## config.mk

```make
export PLATFORM = sky130hd
export DESIGN_NAME = bmu_top
export DESIGN_NICKNAME = d
export VERILOG_FILES = /design/src/rtl/bmu_pkg.sv /design/src/rtl/bmu_issue.sv /design/src/rtl/bmu_count.sv /design/src/rtl/bmu_perm.sv /design/src/rtl/bmu_top.sv
export SDC_FILE = /design/constraint.sdc
export NUM_CORES = 1
export LEC_CHECK = 0
export CORE_ASPECT_RATIO = 1.75
export CORE_MARGIN = 2
export CORE_UTILIZATION = 32
export DETAILED_ROUTE_END_ITERATION = 10
export PLACE_DENSITY_LB_ADDON = 0.15
export SETUP_SLACK_MARGIN = 0.5
export SKIP_LAST_GASP = 1
export SLEW_MARGIN = 20
export SYNTH_ARGS = -nofsm -noshare
export SYNTH_HDL_FRONTEND = slang
export SYNTH_HIERARCHICAL = 1
export SYNTH_SLANG_ARGS = --single-unit
```

## constraint.sdc

```tcl
create_clock -name clk_i -period 19.25 [get_ports clk_i]
set_clock_uncertainty 0.2 [all_clocks]
set_input_delay 2.8875 -clock clk_i [delete_from_list [all_inputs] [get_ports clk_i]]
set_output_delay 2.8875 -clock clk_i [all_outputs]
set_load 0.02 [all_outputs]
```

## src/rtl/bmu_pkg.sv

```systemverilog
package bmu_pkg;
  typedef enum logic [2:0] {
    OP_POPCNT = 3'd0,
    OP_BREV   = 3'd1,
    OP_ILV    = 3'd2,
    OP_DILV   = 3'd3,
    OP_LMBD   = 3'd4,
    OP_LOG    = 3'd5
  } bmu_op_e;
endpackage

```

## src/rtl/bmu_issue.sv

```systemverilog
module bmu_issue #(
  parameter int DATA_W = 32
) (
  input  logic              clk_i,
  input  logic              rst_ni,
  input  logic              valid_i,
  input  logic [2:0]        op_i,
  input  logic [DATA_W-1:0] src1_i,
  input  logic [DATA_W-1:0] src2_i,
  output logic              s1_valid_o,
  output logic [2:0]        s1_op_o,
  output logic [DATA_W-1:0] s1_src1_o,
  output logic [DATA_W-1:0] s1_src2_o,
  output logic [DATA_W-1:0] s1_even_o,
  output logic [DATA_W-1:0] s1_odd_o
);
  localparam int HALF_W = DATA_W / 2;

  logic [DATA_W-1:0] even_d, odd_d;

  // deinterleave has no delay slot: computed at issue
  for (genvar i = 0; i < HALF_W; i++) begin : g_split
    assign even_d[i] = src1_i[2*i];
    assign odd_d[i]  = src1_i[2*i+1];
  end
  assign even_d[DATA_W-1:HALF_W] = '0;
  assign odd_d[DATA_W-1:HALF_W]  = '0;

  always_ff @(posedge clk_i or negedge rst_ni) begin
    if (!rst_ni) begin
      s1_valid_o <= 1'b0;
      s1_op_o    <= '0;
      s1_src1_o  <= '0;
      s1_src2_o  <= '0;
      s1_even_o  <= '0;
      s1_odd_o   <= '0;
    end else begin
      s1_valid_o <= valid_i;
      if (valid_i) begin
        s1_op_o   <= op_i;
        s1_src1_o <= src1_i;
        s1_src2_o <= src2_i;
        s1_even_o <= even_d;
        s1_odd_o  <= odd_d;
      end
    end
  end
endmodule

```

## src/rtl/bmu_count.sv

```systemverilog
module bmu_count #(
  parameter int DATA_W = 32,
  localparam int IDX_W = $clog2(DATA_W)
) (
  input  logic [DATA_W-1:0] src_i,
  output logic [IDX_W:0]    ones_o,
  output logic [IDX_W-1:0]  msb_idx_o,
  output logic              zero_o
);
  always_comb begin
    ones_o    = '0;
    msb_idx_o = '0;
    for (int i = 0; i < DATA_W; i++) begin
      ones_o = ones_o + (IDX_W+1)'(src_i[i]);
      if (src_i[i]) msb_idx_o = IDX_W'(i);
    end
  end
  assign zero_o = (src_i == '0);
endmodule

```

## src/rtl/bmu_perm.sv

```systemverilog
module bmu_perm #(
  parameter int DATA_W = 32
) (
  input  logic [DATA_W-1:0] src1_i,
  input  logic [DATA_W-1:0] src2_i,
  output logic [DATA_W-1:0] rev_o,
  output logic [DATA_W-1:0] ilv_o
);
  localparam int HALF_W = DATA_W / 2;

  for (genvar i = 0; i < DATA_W; i++) begin : g_rev
    assign rev_o[i] = src1_i[DATA_W-1-i];
  end
  for (genvar i = 0; i < HALF_W; i++) begin : g_ilv
    assign ilv_o[2*i]   = src1_i[i];
    assign ilv_o[2*i+1] = src2_i[i];
  end
endmodule

```

## src/rtl/bmu_top.sv

```systemverilog
module bmu_top #(
  parameter int DATA_W = 32,
  parameter int FRAC_W = 4
) (
  input  logic              clk_i,
  input  logic              rst_ni,
  input  logic              valid_i,
  input  logic [2:0]        op_i,
  input  logic [DATA_W-1:0] src1_i,
  input  logic [DATA_W-1:0] src2_i,
  output logic              valid_o,
  output logic [DATA_W-1:0] res1_o,
  output logic [DATA_W-1:0] res2_o
);
  import bmu_pkg::*;

  localparam int IDX_W = $clog2(DATA_W);
  localparam int LOG_W = IDX_W + FRAC_W;

  logic              s1_valid;
  logic [2:0]        s1_op;
  logic [DATA_W-1:0] s1_src1, s1_src2, s1_even, s1_odd;
  logic [IDX_W:0]    ones;
  logic [IDX_W-1:0]  msb_idx;
  logic              is_zero;
  logic [DATA_W-1:0] rev, ilv, norm;
  logic [FRAC_W-1:0] frac;
  logic [DATA_W-1:0] r1_d, r2_d;

  bmu_issue #(.DATA_W(DATA_W)) u_issue (
    .clk_i, .rst_ni, .valid_i, .op_i, .src1_i, .src2_i,
    .s1_valid_o(s1_valid), .s1_op_o(s1_op),
    .s1_src1_o(s1_src1), .s1_src2_o(s1_src2),
    .s1_even_o(s1_even), .s1_odd_o(s1_odd)
  );

  bmu_count #(.DATA_W(DATA_W)) u_count (
    .src_i(s1_src1), .ones_o(ones), .msb_idx_o(msb_idx), .zero_o(is_zero)
  );

  bmu_perm #(.DATA_W(DATA_W)) u_perm (
    .src1_i(s1_src1), .src2_i(s1_src2), .rev_o(rev), .ilv_o(ilv)
  );

  // normalise so the leading one sits at the top; fraction is just below it
  assign norm = s1_src1 << (IDX_W'(DATA_W-1) - msb_idx);
  assign frac = norm[DATA_W-2 -: FRAC_W];

  always_comb begin
    r1_d = '0;
    r2_d = '0;
    unique case (s1_op)
      3'(OP_POPCNT): r1_d = DATA_W'(ones);
      3'(OP_BREV):   r1_d = rev;
      3'(OP_ILV):    r1_d = ilv;
      3'(OP_DILV): begin
        r1_d = s1_even;
        r2_d = s1_odd;
      end
      3'(OP_LMBD):   r1_d = is_zero ? '1 : DATA_W'(msb_idx);
      3'(OP_LOG):    r1_d = is_zero ? '1 : DATA_W'({msb_idx, frac});
      default: ;
    endcase
  end

  always_ff @(posedge clk_i or negedge rst_ni) begin
    if (!rst_ni) begin
      valid_o <= 1'b0;
      res1_o  <= '0;
      res2_o  <= '0;
    end else begin
      valid_o <= s1_valid;
      res1_o  <= s1_valid ? r1_d : '0;
      res2_o  <= s1_valid ? r2_d : '0;
    end
  end

  p_latency_r2: assert property (@(posedge clk_i) disable iff (!rst_ni)
    valid_o == $past(valid_i, 2));

  p_quiet_r10: assert property (@(posedge clk_i) disable iff (!rst_ni)
    !valid_o |-> (res1_o == '0 && res2_o == '0));

  p_single_out_r9: assert property (@(posedge clk_i) disable iff (!rst_ni)
    (valid_o && $past(s1_op) != 3'(OP_DILV)) |-> res2_o == '0);

  p_pop_range_r3: assert property (@(posedge clk_i) disable iff (!rst_ni)
    (valid_o && $past(s1_op) == 3'(OP_POPCNT)) |-> res1_o <= DATA_W);

  p_lmbd_range_r7: assert property (@(posedge clk_i) disable iff (!rst_ni)
    (valid_o && $past(s1_op) == 3'(OP_LMBD)) |-> (res1_o < DATA_W || res1_o == '1));

  p_log_width_r8: assert property (@(posedge clk_i) disable iff (!rst_ni)
    (valid_o && $past(s1_op) == 3'(OP_LOG)) |-> (res1_o >> LOG_W == '0 || res1_o == '1));
endmodule

```

==> report_table.html <==
<table>
<tr><th>Metric</th><th>Value</th></tr>
<tr><th colspan="2">Detailed routing</th></tr>
<tr><td>Drt drc</td><td>0</td></tr>
<tr><td>Number of antenna-violating nets in the routed design</td><td>0</td></tr>
<tr><td>Vias</td><td>5,515</td></tr>
<tr><td>Final wirelength</td><td>23.7 mm</td></tr>
<tr><td>First-pass iteration count of the detailed router</td><td>6</td></tr>
<tr><td>Avg WL per Cell</td><td>21.9 um</td></tr>
<tr><td>First-iteration detailed-routing DRC count</td><td>392</td></tr>
<tr><td>Via density</td><td>around 5.1</td></tr>
<tr><th colspan="2">GRT</th></tr>
<tr><td>Number of antenna violations at the first check in global routing</td><td>0</td></tr>
<tr><td>Number of global-route vias before repair</td><td>5,899</td></tr>
<tr><td>Global route total overflow</td><td>0</td></tr>
<tr><td>Largest net degree at the start of global routing</td><td>71</td></tr>
<tr><td>Combined global-route utilization of all metal layers</td><td>about a fifth</td></tr>
<tr><td>First-pass GRT wire length</td><td>about 36 mm</td></tr>
<tr><th colspan="2">Die</th></tr>
<tr><td>DIE HEIGHT</td><td>between 200 and 250 um</td></tr>
<tr><td># rows</td><td>76</td></tr>
<tr><td>Width of the die</td><td>between 100 and 150 um</td></tr>
<tr><td>Area of the placeable core</td><td>24,500 um^2</td></tr>
<tr><td>Initial core utilization</td><td>32.4%</td></tr>
<tr><td>I/O pin count</td><td>135</td></tr>
<tr><td>Area of the die</td><td>26,200 um^2</td></tr>
<tr><th colspan="2">Critical path</th></tr>
<tr><td>Setup crit start kind</td><td>flop</td></tr>
<tr><td>Endpoint class of the critical path</td><td>flop</td></tr>
<tr><td>Type of the setup path with the least slack</td><td>reg2reg</td></tr>
<tr><td>Endpoint arrival time on the critical path</td><td>roughly 6800 ps</td></tr>
<tr><td>Required time of the critical path</td><td>19,340 ps</td></tr>
<tr><td>Top fanout value on the critical path</td><td>8</td></tr>
<tr><th colspan="2">Timing</th></tr>
<tr><td>Worst max-slew margin expressed relative to the limit</td><td>a little under a third</td></tr>
<tr><td>Setup TNS</td><td>0 ps</td></tr>
<tr><td>Post-layout min period</td><td>roughly 6800 ps</td></tr>
<tr><td>Setup-violating endpoint count in the final report</td><td>0</td></tr>
<tr><td>Final Hold Vio Count</td><td>0</td></tr>
<tr><td>Max Clk Rate</td><td>0.148 GHz</td></tr>
<tr><td>Pins over their slew limit</td><td>0</td></tr>
<tr><td>Unrepaired setup endpoints after global routing</td><td>false</td></tr>
<tr><td>Transition time at the pin with the least slew margin</td><td>1030 ps</td></tr>
<tr><td>Post-route clock period utilization</td><td>35.1%</td></tr>
<tr><th colspan="2">Clock tree</th></tr>
<tr><td>TritonCTS clock tree</td><td>built</td></tr>
<tr><td>Clock transition at the registers of the reported paths</td><td>60 ps</td></tr>
<tr><td>Clock tree root buffer cell</td><td>clkbuf_16</td></tr>
<tr><td>Count of buffers added by post-CTS timing repair for setup</td><td>0</td></tr>
<tr><td>CTS Buf Count</td><td>17</td></tr>
<tr><td>Hold_buf cts</td><td>0</td></tr>
<tr><td>Number of clock sinks</td><td>117</td></tr>
<tr><td>Buffer levels on the longest clock path</td><td>2</td></tr>
<tr><td>Post-cts repair resize count</td><td>0</td></tr>
<tr><td>Count of H-tree levels built during CTS</td><td>4</td></tr>
<tr><td>Skew-Pair Late Insertion Delay</td><td>around 430 ps</td></tr>
<tr><th colspan="2">Finish</th></tr>
<tr><td>Non-Filler Instances</td><td>1,079</td></tr>
<tr><td>Ratio of cells with drive above 1 in the final layout</td><td>between 15 and 20%</td></tr>
<tr><td>ANT cells</td><td>0</td></tr>
<tr><td>Area growth from synthesis to layout</td><td>14.8%</td></tr>
<tr><td>Final Net Count</td><td>approximately 860</td></tr>
<tr><th colspan="2">Yosys</th></tr>
<tr><td>Number of warning messages in the yosys log</td><td>6</td></tr>
<tr><td>Syn Area/Cell</td><td>10.6 um^2</td></tr>
<tr><td>Synthesized netlist cell count</td><td>748</td></tr>
<tr><td>Netlist area before placement</td><td>7950 um^2</td></tr>
<tr><th colspan="2">Power and ir drop</th></tr>
<tr><td>Leakage Power</td><td>4.06 nW</td></tr>
<tr><td>Final total power</td><td>~1.3 mW</td></tr>
<tr><td>PwrDens</td><td>around 140 nW/um^2</td></tr>
<tr><td>IR Drop Worst-Case VDD</td><td>around 0.00012 V</td></tr>
<tr><th colspan="2">Place</th></tr>
<tr><td>Final GP Congestion</td><td>0.886</td></tr>
<tr><td>Input/output buffers</td><td>around 120</td></tr>
<tr><td># placed instances</td><td>approximately 1,000</td></tr>
<tr><td>Half-perimeter wire length after detailed placement</td><td>approximately 16 mm</td></tr>
<tr><th colspan="2">Min path</th></tr>
<tr><td>Kind of path behind the tightest hold check</td><td>reg2reg</td></tr>
<tr><th colspan="2">Flow run</th></tr>
<tr><td>Max cap viols</td><td>0</td></tr>
<tr><th colspan="2">Run status</th></tr>
<tr><td>Run status</td><td>complete, no violations</td></tr>
</table>
==> flip-flops by register name, indices dropped and copies added (netlist names) <==
register	cells
u_issue/s1_src1_o	32
u_issue/s1_src2_o	16
u_issue/s1_valid_o	1
u_issue/s1_op_o	3
res1_o	32
res2_o	32
valid_o	1
==> critical path, cell delays in order (launching register included) <==
cell and delay (ps):
dfrtp_1 570, fa_1 610, inv_1 50, fa_1 500, fa_1 440, fa_1 490
inv_1 50, fa_1 470, inv_1 50, fa_1 500, fa_1 440, fa_1 500
inv_1 40, ha_1 190, inv_1 70, fa_1 410, inv_1 70, mux2i_1 70
o21ai_0 330, a221oi_1 160, a311oi_1 410
==> metrics by stage <==
step / hold WS (ps) / setup slack [ps] / area, um^2 / util (%)
after floorplan: 250 / 13010 / 8060 / -
after CTS: 321 / 12480 / 9120 / 37.2
final: 324 / 12500 / 9120 / 37.2
after global routing: 337 / 12320 / 9120 / 37.2
after global placement: 302 / 12540 / 8520 / 34.7
after detailed placement: 300 / 12500 / 8520 / 34.7
==> power by group <==
group	switching, mW	internal [mW]
Sequential	0.0440	0.266
Clock	0.121	0.204
Combinational	0.328	0.300
Total	0.493	0.769
==> path summary, 6_finish.rpt <==
check                                                 start                                 to  slack (ps)  cells after the start
max in group asynchronous                            rst_ni  u_issue/s1_src2_o[10]$_DFFE_PN0P_       15220                      2
hold / removal             u_issue/s1_src2_o[7]$_DFFE_PN0P_   u_issue/s1_src2_o[7]$_DFFE_PN0P_         320                      1
setup reg to reg           u_issue/s1_src1_o[0]$_DFFE_PN0P_                res1_o[1]$_DFF_PN0_       12500                     20
setup / recovery           u_issue/s1_src1_o[0]$_DFFE_PN0P_                res1_o[1]$_DFF_PN0_       12500                     20
hold reg to reg            u_issue/s1_src2_o[7]$_DFFE_PN0P_   u_issue/s1_src2_o[7]$_DFFE_PN0P_         320                      1
min in group asynchronous                            rst_ni               res2_o[13]$_DFF_PN0_        2280                      1
==> cells in the final DEF (no fill, tap or decap), types with 13 or more instances in the layout <==
cell,n
mux2_4,18
clkbuf_16,17
mux2_2,51
nand2_1,37
a31oi_1,26
fa_1,25
a22oi_1,30
nor2_1,27
ha_1,13
conb_1,32
inv_1,45
clkdlybuf4s50_1,116
and3_1,35
dfrtp_1,117
mux2i_1,21
==> per-layer routing <==
layer	part of all wire, %	track usage (%)
met1	37	21.5
met2	55	34.6
met3	4.6	3.41
met4	3.3	8.66
met5	0	0
==> area by class of cell <==
| type | instances | area (um^2) |
|---|---|---|
| clock buffers | 17 | 425 |
| fillers | 2396 | 15400 |
| multi-input cells | 448 | 3800 |
| well taps | 312 | 390 |
| repair buffers | 125 | 1230 |
| inverters | 45 | 169 |
| flip-flops and latches | 117 | 2930 |
| clock inverters | 15 | 181 |
(Power assumes the default switching activity.)
